--- src/rtl/radio_spi_pkg.sv ---
package radio_spi_pkg;
  localparam int BYTE_W = 8;
  localparam int BIT_W  = $clog2(BYTE_W);
  localparam logic [BYTE_W-1:0] FILL_BYTE = '0;

  typedef enum logic [2:0] {
    ST_IDLE,
    ST_SETUP,
    ST_LOW,
    ST_HIGH,
    ST_FETCH,
    ST_HOLD,
    ST_GAP
  } spi_state_e;
endpackage

--- src/rtl/spi_half_timer.sv ---
module spi_half_timer #(
  parameter int HALF_CYC = 6
) (
  input  logic clk_i,
  input  logic rst_ni,
  input  logic run_i,
  output logic tick_o
);
  localparam int CNT_W = (HALF_CYC > 1) ? $clog2(HALF_CYC) : 1;
  localparam logic [CNT_W-1:0] LAST = CNT_W'(HALF_CYC - 1);

  logic [CNT_W-1:0] cnt_q;

  assign tick_o = run_i && (cnt_q == LAST);

  always_ff @(posedge clk_i or negedge rst_ni) begin
    if (!rst_ni)               cnt_q <= '0;
    else if (!run_i || tick_o) cnt_q <= '0;
    else                       cnt_q <= cnt_q + 1'b1;
  end
endmodule

--- src/rtl/spi_byte_shifter.sv ---
module spi_byte_shifter
  import radio_spi_pkg::*;
(
  input  logic              clk_i,
  input  logic              rst_ni,
  input  logic              load_i,
  input  logic [BYTE_W-1:0] load_byte_i,
  input  logic              shift_i,
  input  logic              sample_i,
  input  logic              miso_i,
  output logic              mosi_o,
  output logic [BYTE_W-1:0] rx_next_o
);
  logic [BYTE_W-1:0] tx_q, rx_q;

  assign mosi_o    = tx_q[BYTE_W-1];
  assign rx_next_o = {rx_q[BYTE_W-2:0], miso_i};

  always_ff @(posedge clk_i or negedge rst_ni) begin
    if (!rst_ni)      tx_q <= '0;
    else if (load_i)  tx_q <= load_byte_i;
    else if (shift_i) tx_q <= {tx_q[BYTE_W-2:0], 1'b0};
  end

  always_ff @(posedge clk_i or negedge rst_ni) begin
    if (!rst_ni)       rx_q <= '0;
    else if (sample_i) rx_q <= rx_next_o;
  end
endmodule

--- src/rtl/spi_frame_ctrl.sv ---
module spi_frame_ctrl
  import radio_spi_pkg::*;
#(
  parameter int MAX_LEN = 32,
  parameter int LEN_W   = $clog2(MAX_LEN + 1)
) (
  input  logic              clk_i,
  input  logic              rst_ni,
  input  logic              req_valid_i,
  output logic              req_ready_o,
  input  logic [BYTE_W-1:0] req_cmd_i,
  input  logic              req_rd_i,
  input  logic [LEN_W-1:0]  req_len_i,
  input  logic [BYTE_W-1:0] wr_data_i,
  input  logic              wr_valid_i,
  output logic              wr_ready_o,
  input  logic              tick_i,
  output logic              run_o,
  output logic              load_o,
  output logic [BYTE_W-1:0] load_byte_o,
  output logic              shift_o,
  output logic              sample_o,
  input  logic [BYTE_W-1:0] rx_next_i,
  output logic [BYTE_W-1:0] rd_data_o,
  output logic              rd_valid_o,
  output logic [BYTE_W-1:0] status_o,
  output logic              done_o,
  output logic              busy_o,
  output logic              csn_o,
  output logic              sck_o
);
  localparam logic [LEN_W-1:0]  LEN_CAP  = LEN_W'(MAX_LEN);
  localparam logic [BIT_W-1:0]  LAST_BIT = BIT_W'(BYTE_W - 1);

  spi_state_e        state_q;
  logic [BIT_W-1:0]  bit_q;
  logic [LEN_W-1:0]  left_q;
  logic              rd_q, cmd_phase_q;
  logic [BYTE_W-1:0] stat_q, stat_out_q, rd_data_q;
  logic              rd_valid_q, done_q;
  logic              bit_end, byte_end;

  assign bit_end  = (state_q == ST_HIGH) && tick_i;
  assign byte_end = bit_end && (bit_q == LAST_BIT);

  assign run_o = (state_q == ST_SETUP) || (state_q == ST_LOW) || (state_q == ST_HIGH) ||
                 (state_q == ST_HOLD)  || (state_q == ST_GAP);

  assign req_ready_o = (state_q == ST_IDLE);
  assign wr_ready_o  = (state_q == ST_FETCH);
  assign csn_o       = (state_q == ST_IDLE) || (state_q == ST_GAP);
  assign sck_o       = (state_q == ST_HIGH);
  assign busy_o      = !csn_o;
  assign shift_o     = bit_end && !byte_end;
  assign sample_o    = bit_end;

  always_comb begin
    load_o      = 1'b0;
    load_byte_o = FILL_BYTE;
    unique case (state_q)
      ST_IDLE: begin
        load_o      = req_valid_i;
        load_byte_o = req_cmd_i;
      end
      ST_FETCH: begin
        load_o      = wr_valid_i;
        load_byte_o = wr_data_i;
      end
      ST_HIGH: load_o = byte_end && (left_q != '0) && rd_q;
      default: ;
    endcase
  end

  always_ff @(posedge clk_i or negedge rst_ni) begin
    if (!rst_ni) begin
      state_q     <= ST_IDLE;
      bit_q       <= '0;
      left_q      <= '0;
      rd_q        <= 1'b0;
      cmd_phase_q <= 1'b0;
      stat_q      <= '0;
      stat_out_q  <= '0;
      rd_data_q   <= '0;
      rd_valid_q  <= 1'b0;
      done_q      <= 1'b0;
    end else begin
      rd_valid_q <= 1'b0;
      done_q     <= 1'b0;
      unique case (state_q)
        ST_IDLE: if (req_valid_i) begin
          rd_q        <= req_rd_i;
          left_q      <= (req_len_i > LEN_CAP) ? LEN_CAP : req_len_i;
          cmd_phase_q <= 1'b1;
          state_q     <= ST_SETUP;
        end
        ST_SETUP: if (tick_i) begin
          bit_q   <= '0;
          state_q <= ST_LOW;
        end
        ST_LOW: if (tick_i) state_q <= ST_HIGH;
        ST_HIGH: if (tick_i) begin
          if (bit_q != LAST_BIT) begin
            bit_q   <= bit_q + 1'b1;
            state_q <= ST_LOW;
          end else begin
            if (cmd_phase_q) stat_q <= rx_next_i;
            else if (rd_q) begin
              rd_data_q  <= rx_next_i;
              rd_valid_q <= 1'b1;
            end
            cmd_phase_q <= 1'b0;
            bit_q       <= '0;
            if (left_q == '0) state_q <= ST_HOLD;
            else begin
              left_q  <= left_q - 1'b1;
              state_q <= rd_q ? ST_LOW : ST_FETCH;
            end
          end
        end
        ST_FETCH: if (wr_valid_i) state_q <= ST_LOW;
        ST_HOLD: if (tick_i) begin
          stat_out_q <= stat_q;
          done_q     <= 1'b1;
          state_q    <= ST_GAP;
        end
        ST_GAP: if (tick_i) state_q <= ST_IDLE;
        default: state_q <= ST_IDLE;
      endcase
    end
  end

  assign rd_data_o  = rd_data_q;
  assign rd_valid_o = rd_valid_q;
  assign status_o   = stat_out_q;
  assign done_o     = done_q;
endmodule

--- src/rtl/radio_spi_engine.sv ---
module radio_spi_engine
  import radio_spi_pkg::*;
#(
  parameter int HALF_CYC = 6,
  parameter int MAX_LEN  = 32,
  localparam int LEN_W   = $clog2(MAX_LEN + 1)
) (
  input  logic              clk_i,
  input  logic              rst_ni,
  input  logic              req_valid_i,
  output logic              req_ready_o,
  input  logic [BYTE_W-1:0] req_cmd_i,
  input  logic              req_rd_i,
  input  logic [LEN_W-1:0]  req_len_i,
  input  logic [BYTE_W-1:0] wr_data_i,
  input  logic              wr_valid_i,
  output logic              wr_ready_o,
  output logic [BYTE_W-1:0] rd_data_o,
  output logic              rd_valid_o,
  output logic [BYTE_W-1:0] status_o,
  output logic              done_o,
  output logic              busy_o,
  output logic              csn_o,
  output logic              sck_o,
  output logic              mosi_o,
  input  logic              miso_i
);
  logic              run, tick, load, shift, sample;
  logic [BYTE_W-1:0] load_byte, rx_next;

  spi_half_timer #(.HALF_CYC(HALF_CYC)) u_timer (
    .clk_i  (clk_i),
    .rst_ni (rst_ni),
    .run_i  (run),
    .tick_o (tick)
  );

  spi_byte_shifter u_shifter (
    .clk_i       (clk_i),
    .rst_ni      (rst_ni),
    .load_i      (load),
    .load_byte_i (load_byte),
    .shift_i     (shift),
    .sample_i    (sample),
    .miso_i      (miso_i),
    .mosi_o      (mosi_o),
    .rx_next_o   (rx_next)
  );

  spi_frame_ctrl #(.MAX_LEN(MAX_LEN), .LEN_W(LEN_W)) u_ctrl (
    .clk_i       (clk_i),
    .rst_ni      (rst_ni),
    .req_valid_i (req_valid_i),
    .req_ready_o (req_ready_o),
    .req_cmd_i   (req_cmd_i),
    .req_rd_i    (req_rd_i),
    .req_len_i   (req_len_i),
    .wr_data_i   (wr_data_i),
    .wr_valid_i  (wr_valid_i),
    .wr_ready_o  (wr_ready_o),
    .tick_i      (tick),
    .run_o       (run),
    .load_o      (load),
    .load_byte_o (load_byte),
    .shift_o     (shift),
    .sample_o    (sample),
    .rx_next_i   (rx_next),
    .rd_data_o   (rd_data_o),
    .rd_valid_o  (rd_valid_o),
    .status_o    (status_o),
    .done_o      (done_o),
    .busy_o      (busy_o),
    .csn_o       (csn_o),
    .sck_o       (sck_o)
  );
endmodule

--- config.mk ---
export PLATFORM = sky130hd
export DESIGN_NAME = radio_spi_engine
export DESIGN_NICKNAME = d
export VERILOG_FILES = /design/src/rtl/radio_spi_pkg.sv /design/src/rtl/spi_half_timer.sv /design/src/rtl/spi_byte_shifter.sv /design/src/rtl/spi_frame_ctrl.sv /design/src/rtl/radio_spi_engine.sv
export SDC_FILE = /design/constraint.sdc
export NUM_CORES = 1
export LEC_CHECK = 0
export CAP_MARGIN = 15
export CELL_PAD_IN_SITES_DETAIL_PLACEMENT = 0
export CELL_PAD_IN_SITES_GLOBAL_PLACEMENT = 2
export CORE_UTILIZATION = 34
export CTS_CLUSTER_SIZE = 16
export DETAILED_ROUTE_END_ITERATION = 6
export PLACE_DENSITY_LB_ADDON = 0.1
export RECOVER_POWER = 100
export REMOVE_ABC_BUFFERS = 1
export SLEW_MARGIN = 30
export SYNTH_ARGS = -nofsm -noshare
export SYNTH_HDL_FRONTEND = slang
export SYNTH_SLANG_ARGS = --single-unit
export TNS_END_PERCENT = 1
--- constraint.sdc ---
create_clock -name clk_i -period 2.64 [get_ports clk_i]
set_input_delay 0.396 -clock clk_i [delete_from_list [all_inputs] [get_ports clk_i]]
set_output_delay 0.396 -clock clk_i [all_outputs]
set_load 0.005 [all_outputs]
* After elaboration in Yosys (flattened, before gate mapping)
Cells that the tools add are included.
** Cells by class
- Multiplexer cells :: 36
- Reduce and logical (&&, ||, !) cells :: 29
- Add/subtract/negate cells :: 3
- Magnitude comparators :: 1
- Bitwise logic cells :: 2
- Equal/unequal tests :: 18
** Operators with widths (count)
- 2-to-1 mux 3 bit :: 13
- 2-to-1 mux 6 bit :: 5
- case mux 3 bit (7 select lines) :: 1
- 2-to-1 mux 8 bit :: 2
- case mux 8 bit (2 select lines) :: 1
- == test 3 bit, second input constant :: 5
- case mux 6 bit (2 select lines) :: 1
- 2-to-1 mux 1 bit :: 10
- != test 2 x 1 -> 1 bit, second input constant :: 5
- AND reduction 5 bit :: 2
- != test 2 bit, second input constant :: 4
- AND reduction 4 bit :: 2
- AND reduction 7 bit :: 1
- adder 3 x 1 -> 3 bit, second input constant :: 2
- == test 3 x 2 -> 1 bit, second input constant :: 2
- greater-than comparator 6 bit, second input constant :: 1
- logical AND 1 bit :: 6
- zero test 6 bit :: 1
- logical OR 1 bit :: 6
- case mux 3 bit (2 select lines) :: 1
- nonzero test 2 bit :: 3
- nonzero test 6 bit :: 1
- subtractor 6 x 1 -> 6 bit, second input constant :: 1
- AND reduction 2 bit :: 2
- 8 further kinds :: 11
** Word-level totals
- Logic and storage cells :: 102
- Output and inout bits :: 24
- Flip-flop bits (word level) :: 58

* Longest topological paths before layout
Gate-level depths: netlist (run 1).
- Depth in word-level cells :: 12
- Mapped depth :: 7
- Gate-level depth less buffers :: 6

* By module
Synthesis (run 1) repeated with hierarchy kept, for this count alone.
** Unflattened totals
- Cell total of the unflattened synthesis :: 249
- Area, all modules :: 2895.3 um^2
** By module, submodules not included
- spi_frame_ctrl :: instances 1, area an instance 2072.0 um^2, cells an instance 186
- spi_byte_shifter :: instances 1, area an instance 668.1 um^2, cells an instance 50
- spi_half_timer :: instances 1, area an instance 155.1 um^2, cells an instance 13

* Least setup slack after synthesis (run 1)
OpenSTA, ideal clock, no wires.
- Path type :: reg2reg
- From :: register u_ctrl.bit_q[0]
- To :: register u_shifter.tx_q[1]
- Arrival :: 1.753 ns
- Clock period less this slack :: 1.889 ns
- Stages on the path, launching flop included :: 8
- Setup slack :: 0.751 ns
- Data required time :: 2.504 ns
- Path through :: dfrtp_1 -> ha_1 -> ha_1 -> buf_2 -> or3_1 -> clkbuf_1 -> mux2i_1 -> mux2i_1
** Between the ends
- Word-level cells in the longest chain between the ends :: 6
** Ends and longest elaborated chain
- start: declaration :: line spi_frame_ctrl.sv:36 : logic [BIT_W-1:0] bit_q;
- start signal: assignment :: line spi_frame_ctrl.sv:103 : bit_q <= bit_q + 1'b1;
- == test 3 bit (*) :: line spi_frame_ctrl.sv:44 : assign byte_end = bit_end && (bit_q == LAST_BIT);
- logical AND 1 bit (*) :: line spi_frame_ctrl.sv:44
- logical AND 1 bit (2 in series) :: line spi_frame_ctrl.sv:69 : ST_HIGH: load_o = byte_end && (left_q != '0) && rd_q;
- case mux 1 bit (3 select lines) :: line spi_frame_ctrl.sv:60 : unique case (state_q)
- 2-to-1 mux 8 bit or nonzero test 2 bit (tied branches)
- end signal: assignment :: line spi_byte_shifter.sv:21 : else if (load_i) tx_q <= load_byte_i;
- end signal: assignment :: line spi_byte_shifter.sv:22 : else if (shift_i) tx_q <= {tx_q[BYTE_W-2:0], 1'b0};
- end: declaration :: line spi_byte_shifter.sv:14 : logic [BYTE_W-1:0] tx_q, rx_q;
Every way passes the cells marked *; elsewhere a longest branch is shown, timed or not.
A chain may end at the register's enable or synchronous reset.

* Worst setup path after layout (run 1)
- From :: register u_ctrl.state_q[1]
- To :: output csn_o
** Between the ends
- Word-level cells in the longest chain between the ends :: 2
** Ends and longest elaborated chain
- start: declaration :: line spi_frame_ctrl.sv:35 : spi_state_e state_q;
- start signal: assignment :: line spi_frame_ctrl.sv:116 : state_q <= rd_q ? ST_LOW : ST_FETCH;
- == test 3 bit or zero test 3 bit (tied branches) :: line spi_frame_ctrl.sv:51 : assign csn_o = (state_q == ST_IDLE) || (state_q == ST_GAP);
- logical OR 1 bit (*) :: line spi_frame_ctrl.sv:51
- end: declaration :: line radio_spi_engine.sv:23 : output logic csn_o,
Marked as above.

==> results of run 1 <==
==> cells in the final DEF (no fill, tap or decap), types with 2 or more instances in the layout <==
cell type | netlist | layout
sky130_fd_sc_hd__dlygate4sd3_1 | 0 | 21
sky130_fd_sc_hd__nand3_1 | 5 | 5
sky130_fd_sc_hd__nor3_1 | 3 | 3
sky130_fd_sc_hd__nor2b_1 | 4 | 4
sky130_fd_sc_hd__ha_1 | 5 | 5
sky130_fd_sc_hd__nand2b_1 | 2 | 2
sky130_fd_sc_hd__mux2_1 | 12 | 13
sky130_fd_sc_hd__a31oi_1 | 4 | 4
sky130_fd_sc_hd__a21oi_1 | 10 | 10
sky130_fd_sc_hd__o21ai_1 | 3 | 2
sky130_fd_sc_hd__nand2_1 | 19 | 19
sky130_fd_sc_hd__o21ai_0 | 11 | 12
sky130_fd_sc_hd__clkinv_4 | 0 | 3
sky130_fd_sc_hd__dfrtp_1 | 58 | 58
sky130_fd_sc_hd__bufinv_16 | 0 | 2
sky130_fd_sc_hd__nor2_1 | 8 | 8
sky130_fd_sc_hd__mux2_2 | 29 | 29
sky130_fd_sc_hd__clkdlybuf4s50_1 | 0 | 29
sky130_fd_sc_hd__clkbuf_2 | 0 | 3
sky130_fd_sc_hd__and2_1 | 3 | 2
sky130_fd_sc_hd__mux2i_1 | 16 | 16
sky130_fd_sc_hd__nand4_1 | 2 | 2
sky130_fd_sc_hd__and3_1 | 1 | 2
sky130_fd_sc_hd__clkbuf_1 | 3 | 3
sky130_fd_sc_hd__inv_1 | 6 | 7
sky130_fd_sc_hd__clkbuf_8 | 0 | 9
==> state kept, by name (all words and copies together), names as in the netlist, 3 cells and up <==
signal / cells
u_ctrl.rd_data_o: 8
u_ctrl.stat_q: 8
u_ctrl.status_o: 8
u_shifter.tx_q: 8
u_shifter.rx_q: 7
u_ctrl.left_q: 6
u_ctrl.bit_q: 3
u_ctrl.state_q: 3
u_timer.cnt_q: 3
==> metrics by stage <==
stage / util / cell area (sq um) / hold WS (ns)
global placement: 0.427 / 3490 / 0.468
finish: 0.446 / 3640 / 0.482
CTS: 0.454 / 3710 / 0.231
global route: 0.446 / 3640 / 0.503
detailed placement: 0.427 / 3490 / 0.474
floorplan: - / 2800 / 0.100
==> where the power goes <==
part	internal [W]	total [W]	switching, W
clock	0.000539	0.000921	0.000383
combinational	0.0000475	0.0000776	0.0000301
sequential	0.000896	0.000902	0.00000633
total	0.00148	0.00190	0.000419
==> kinds of logic after synthesis <==
kind of cell	Yosys count
AO/OA/AOI/OAI	39
adder cells (fa/ha/maj)	5
buffers and inverters	17
flip-flops	58
multiplexers	58
AND/OR/NAND/NOR	60
==> cell type report <==
class / count / area, sq um
clock inverters: 7 / 103
inverters: 7 / 26.3
clock buffers: 9 / 124
repair buffers: 58 / 539
fillers: 801 / 4530
multi-input cells: 162 / 1270
well taps: 105 / 131
flip-flops and latches: 58 / 1450
==> routing by layer <==
| metal | up-vias | share of wire | global-route usage |
|---|---|---|---|
| met4 | 0 | 0.016 | 0.0538 |
| met5 | - | 0 | 0 |
| met3 | 7 | 0.032 | 0.0439 |
| met2 | 33 | 0.46 | 0.230 |
| met1 | 959 | 0.49 | 0.188 |
| li1 | 977 | - | - |
==> worst max-delay path by stage <==
| stage | startpoint | to | slack [ns] | depth (start not counted) |
|---|---|---|---|---|
| after detailed placement | req_valid_i | u_ctrl.left_q[1] | 0.50 | 5 |
| after global placement | req_valid_i | u_ctrl.left_q[1] | 0.50 | 5 |
| final | u_ctrl.state_q[1] | csn_o | 0.27 | 3 |
| after CTS | u_ctrl.state_q[1] | csn_o | 0.18 | 3 |
| after floorplan | u_ctrl.state_q[2] | u_ctrl.stat_q[0] | 0.64 | 5 |
| after global routing | u_ctrl.state_q[1] | csn_o | 0.04 | 3 |
==> worst max-delay path: cells and delay by family, from the launching register on <==
| family | cells | cell delay [ns] |
|---|---|---|
| AND/OR/NAND/NOR | 2 | 0.52 |
| buffers and inverters | 1 | 0.55 |
| flip-flops | 1 | 0.58 |
==> out/qor_table.md, run 1 <==
| Parameter | This run |
|:---|:---|
| Status | finished with violations |
| Violations in the final reports | design-rule violations |
| Maximum number of pins on one net before global-route repair | 59 |
| Most common cell in the synthesized netlist | sky130_fd_sc_hd__dfrtp_1 |
| Hold_buf cts | 0 |
| Worst Setup Slack, final | 0.266 ns |
| Core region area | 8180 sq um |
| Worst-case setup slack after placement | 0.496 ns |
| Layout Skew | 0.00546 ns |
| Setup total negative slack | 0 ns |
| Number of antenna violations at the first check in global routing | 0 |
| Number of distinct standard cells referenced by the synthesized netlist | 49 |
| Insertion delay to the later sink of the worst-skew pair | 0.33 ns |
| Clock slew seen by the registers of the worst setup and hold paths | 0.07 ns |
| Standard-cell rows | 33 |
| RSZ-0062 raised after global routing | no |
| Type of the tightest min-delay check | flop to flop |
| Combinational family with the most area after synthesis | multiplexers |
| Capture point of the worst reg-to-reg path | u_ctrl.stat_q[1] |
| Number of global-route vias before repair | 1,946 |
| Max cap viols | 0 |
| WP data arrival | 1.98 ns |
| Fraction of the mapped netlist area in compound gates | 0.0907 |
| Overall power consumption | 0.00190 W |
| Depth of the worst register-to-register path | 5 |
| Cells along the critical path | nor2b_1 -> nor3_1 -> clkdlybuf4s50_1 |
| Post-synthesis share of cell area spent on xor and xnor gates | 0 |
| TritonCTS buffer count | 9 |
| Drt total wl | 5760 um |
| Max-slew headroom | 0.0295 |
| Number of levels the H-tree was split into | 3 |
| I/O pin count | 52 |
| FFs w/ async S/R, synth | 1.00 |
| CP Capture Type | output pin |
| Most area-consuming cells after synthesis | sky130_fd_sc_hd__dfrtp_1 51%, sky130_fd_sc_hd__mux2_2 11%, sky130_fd_sc_hd__mux2i_1 5.6%, sky130_fd_sc_hd__mux2_1 4.7%, sky130_fd_sc_hd__nand2_1 2.5% |
| Final Hold Vio Count | 0 |
| Data required time of the worst path | 2.24 ns |
| Detailed-routing iteration count for the pre-antenna-repair pass | 7 |
| Dpl hpwl | 3960 um |
| Die Footprint | 8760 sq um |
| Number of instances on the worst hold path | 1 |
| Synth warn | 0 |
| Maximum number of buffers from clock root to sink | 2 |
| Die Y | 93.6 um |
| Total grt overflow | 0 |
| Die width | 93.6 um |
| Count of buffers from port buffering | 51 |
| Placer congestion estimate | 0.727 |
| Top post-synthesis cells by count | 58 x sky130_fd_sc_hd__dfrtp_1, 29 x sky130_fd_sc_hd__mux2_2, 19 x sky130_fd_sc_hd__nand2_1 |
| Post-CTS resize count | 0 |
| FF+latch count, synth | 58 |
| Detailed router's first-iteration violation count | 57 |
| DRC violation count after routing | 2 |
| Largest vdd supply drop | 0.000253 V |
| Largest driver fanout on the critical path | 17 |
| Post-layout instance count excluding filler cells | 406 |
| Count of endpoints failing setup in the final report | 0 |
| Mean routed wirelength per cell | 14.2 um |
| Netlist Area Pre-Place | 2850 sq um |
| Clock period minus worst slack | 2.37 ns |
| Total Nets Final | 329 |
| Clock Root Buffer | sky130_fd_sc_hd__clkbuf_8 |
| Post-CTS setup buffers | 0 |
| Cell count after synthesis | 237 |
| P&R area growth vs syn | 27.7% |
| Post-synthesis share of cell area spent on and, or, nand and nor gates | 0.127 |
| Fraction of post-synthesis cell area in the top cell type by area | 0.509 |
| Cell Count Post-Placement | 390 |
| Cell accounting for the most synthesized area | sky130_fd_sc_hd__dfrtp_1 |
| Overall routing resource usage | 0.146 |
| Wire length of the first global-routing pass | 9550 um |
| R2r setup slk | 0.35 ns |
| Diodes inserted | 0 |
| End point of the most critical hold path | u_ctrl.status_o[5] |
| Critical-path top delay cell | sky130_fd_sc_hd__dfrtp_1 |
| TritonCTS clock tree | built |
| Startpoint of the worst-slack reg-to-reg timing path | u_ctrl.state_q[1] |
| Slowest cell delay on critical path | 0.58 ns |
| Post-synthesis adder-cell area fraction | 0.0219 |
| Count of clock tree sinks | 58 |
| Count of pins over their slew limit | 0 |
| Routed vias | 1,976 |
| Crit path kind | flop to output pin |
| Most common flop cell mapped by yosys | sky130_fd_sc_hd__dfrtp_1 |
| Count of antenna-violating nets left after detailed routing | 0 |
| Startpoint kind of the worst setup timing path | flop |
| Mean number of vias per cell | 4.87 |
| Ratio of cells with drive above 1 in the final layout | 0.183 |
| Total power per unit cell area | 522 nW/um^2 |
| Multiplexer area fraction after synthesis | 0.223 |
| Leakage power total | 1.80 nW |
| Highest clock rate | 0.421 GHz |
| Tightest Pin Transition | 1.46 ns |
| Synthesized area per cell | 12.0 sq um |
| Source of the worst hold timing path | u_ctrl.status_o[5] |
| EDFF count, synth | 0 |
| Portion of the post-synthesis area used by sequential elements | 0.509 |
| Effective utilization at floorplan | 0.349 |
| Fraction of the cycle the final worst path needs | 0.899 |
(Power assumes the default switching activity.)
==> run 2: changes to the inputs <==
--- a/config.mk
+++ b/config.mk
@@ -8,7 +8,9 @@
 export CAP_MARGIN = 15
 export CELL_PAD_IN_SITES_DETAIL_PLACEMENT = 0
 export CELL_PAD_IN_SITES_GLOBAL_PLACEMENT = 2
+export CORE_ASPECT_RATIO = 1.1
 export CORE_UTILIZATION = 34
+export CTS_CLUSTER_DIAMETER = 40
 export CTS_CLUSTER_SIZE = 16
 export DETAILED_ROUTE_END_ITERATION = 6
 export PLACE_DENSITY_LB_ADDON = 0.1
==> out/qor_table.md, run 2 (same netlist as run 1, synthesis figures left out) <==
| Parameter | This run | Change |
|:---|:---|:---|
| Critical-path top delay cell | sky130_fd_sc_hd__dfrtp_1 |  |
| Type of the tightest min-delay check | input port to asynchronous set/reset pin |  |
| Count of pins over their slew limit | 0 | unchanged |
| Maximum number of buffers from clock root to sink | 2 | unchanged |
| Hold_buf cts | 0 | unchanged |
| Count of buffers from port buffering | 51 | unchanged |
| P&R area growth vs syn | 27.4% |  |
| Drt total wl | 5770 um | about the same |
| Routed vias | 1,927 | -2.5% |
| Worst-case setup slack after placement | 0.446 ns | -0.0499 ns |
| Diodes inserted | 0 | unchanged |
| Detailed-routing iteration count for the pre-antenna-repair pass | 4 | -3 |
| Core occupancy in the finished layout | 0.452 | +0.00656 |
| Largest vdd supply drop | 0.000268 V | +6.0% |
| Number of antenna violations at the first check in global routing | 0 | unchanged |
| Crit path max-delay family | buffers and inverters |  |
| Count of antenna-violating nets left after detailed routing | 0 | unchanged |
| Status | complete, no violations |  |
| Die width | 89.4 um | -4.6% |
| TritonCTS clock tree | built |  |
| Standard-cell rows | 34 | +3.0% |
| Overall routing resource usage | 0.151 | +0.00489 |
| Clock slew seen by the registers of the worst setup and hold paths | 0.07 ns | about the same |
| Cells along the critical path | nor2_1 -> clkbuf_2 -> and2_1 -> clkdlybuf4s50_1 |  |
| Post-CTS setup buffers | 0 | unchanged |
| Most common library cell in the layout ignoring fill and taps | sky130_fd_sc_hd__dfrtp_1 |  |
| Clock Root Buffer | sky130_fd_sc_hd__clkbuf_8 |  |
| Ratio of cells with drive above 1 in the final layout | 0.183 | +0.000609 |
| Count of clock tree sinks | 58 | unchanged |
| Final Hold Vio Count | 0 | unchanged |
| Wire length of the first global-routing pass | 9920 um | +3.8% |
| CP Capture Type | output pin |  |
| Total grt overflow | 0 | unchanged |
| R2r setup slk | 0.27 ns | -0.08 ns |
| Insertion delay to the later sink of the worst-skew pair | 0.33 ns | about the same |
| Count of endpoints failing setup in the final report | 0 | unchanged |
| Highest clock rate | 0.420 GHz | -0.24% |
| Number of levels the H-tree was split into | 3 | unchanged |
| I/O pin count | 52 | unchanged |
| DRC violation count after routing | 0 | -2 |
| Data required time of the worst path | 2.24 ns | about the same |
| Largest driver fanout on the critical path | 17 | unchanged |
| Bufs and invs on worst path | 2 | +1 |
| Crit path kind | flop to output pin |  |
| Slowest cell delay on critical path | 0.57 ns | about the same |
| Leakage power total | 1.80 nW | +0.15% |
| Tightest Pin Transition | 1.07 ns | -0.382 ns |
| Mean number of vias per cell | 4.72 | -3.0% |
| Mean routed wirelength per cell | 14.1 um | -0.42% |
| Dpl hpwl | 4040 um | +2.1% |
| Total Nets Final | 328 | -0.30% |
| Detailed router's first-iteration violation count | 77 | +35% |
| Effective utilization at floorplan | 0.355 | +0.00587 |
| Max cap viols | 0 | unchanged |
| WP data arrival | 1.98 ns | about the same |
| Core region area | 8040 sq um | -1.7% |
| Die Footprint | 8760 sq um | about the same |
| Setup total negative slack | 0 ns | unchanged |
| Clock period minus worst slack | 2.38 ns | +0.00572 ns |
| Startpoint kind of the worst setup timing path | flop |  |
| Number of global-route vias before repair | 1,970 | +1.2% |
| Total power per unit cell area | 509 nW/um^2 | -2.5% |
| Maximum number of pins on one net before global-route repair | 39 | -34% |
| TritonCTS buffer count | 9 | unchanged |
| RSZ-0062 raised after global routing | no |  |
| Max-slew headroom | 0.284 | +0.255 |
| Post-CTS resize count | 0 | unchanged |
| Worst Setup Slack, final | 0.260 ns | -0.00572 ns |
| Placer congestion estimate | 0.790 | +8.8% |
| Most used cells in the layout excluding fill and tap cells | 58 x sky130_fd_sc_hd__dfrtp_1, 29 x sky130_fd_sc_hd__mux2_2, 27 x sky130_fd_sc_hd__clkdlybuf4s50_1 |  |
| Die Y | 98.1 um | +4.8% |
| Layout Skew | 0.00774 ns | +0.00229 ns |
| Fraction of the cycle the final worst path needs | 0.901 | +0.00217 |
run 2: power breakdown:
| group | total, W | internal [W] | switching [W] |
|---|---|---|---|
| registers | 0.000903 | 0.000896 | 0.00000641 |
| clock network | 0.000869 | 0.000511 | 0.000357 |
| logic | 0.0000779 | 0.0000473 | 0.0000306 |
| total | 0.00185 | 0.00146 | 0.000394 |
run 2: final timing paths:
path,to,cells past startpoint,start
max in group asynchronous,u_ctrl.state_q[2],2,rst_ni
min in group clk_i,u_ctrl.status_o[4],1,u_ctrl.status_o[4]
min reg2reg,u_ctrl.status_o[4],1,u_ctrl.status_o[4]
min,u_ctrl.status_o[6],1,rst_ni
max,wr_ready_o,4,u_ctrl.state_q[1]
max reg2reg,u_shifter.tx_q[5],4,u_ctrl.left_q[3]
run 2: metal layers:
metal | track usage | wire length (um) | share of wire
met5 | 0 | 0 | 0
met4 | 0.0513 | 58 | 0.010
met3 | 0.0482 | 245 | 0.042
met2 | 0.223 | 2650 | 0.46
met1 | 0.207 | 2810 | 0.49
run 2: area by class of cell:
type / count / area, sq um
clock buffers: 12 / 165
clock inverters: 4 / 48.8
fillers: 791 / 4400
inverters: 7 / 26.3
multi-input cells: 162 / 1270
flip-flops and latches: 58 / 1450
well taps: 108 / 135
repair buffers: 57 / 541
run 2: stage by stage:
stage | cell area, sq um | cells | total power [W] | hold WS [ns]
floorplan | 2800 | 227 | 0.000936 | 0.100
global placement | 3500 | 392 | 0.00100 | 0.388
detailed placement | 3500 | 392 | 0.00100 | 0.384
CTS | 3710 | 408 | 0.00188 | 0.0125
global route | 3640 | 408 | 0.00193 | 0.319
finish | 3640 | 408 | 0.00185 | 0.234
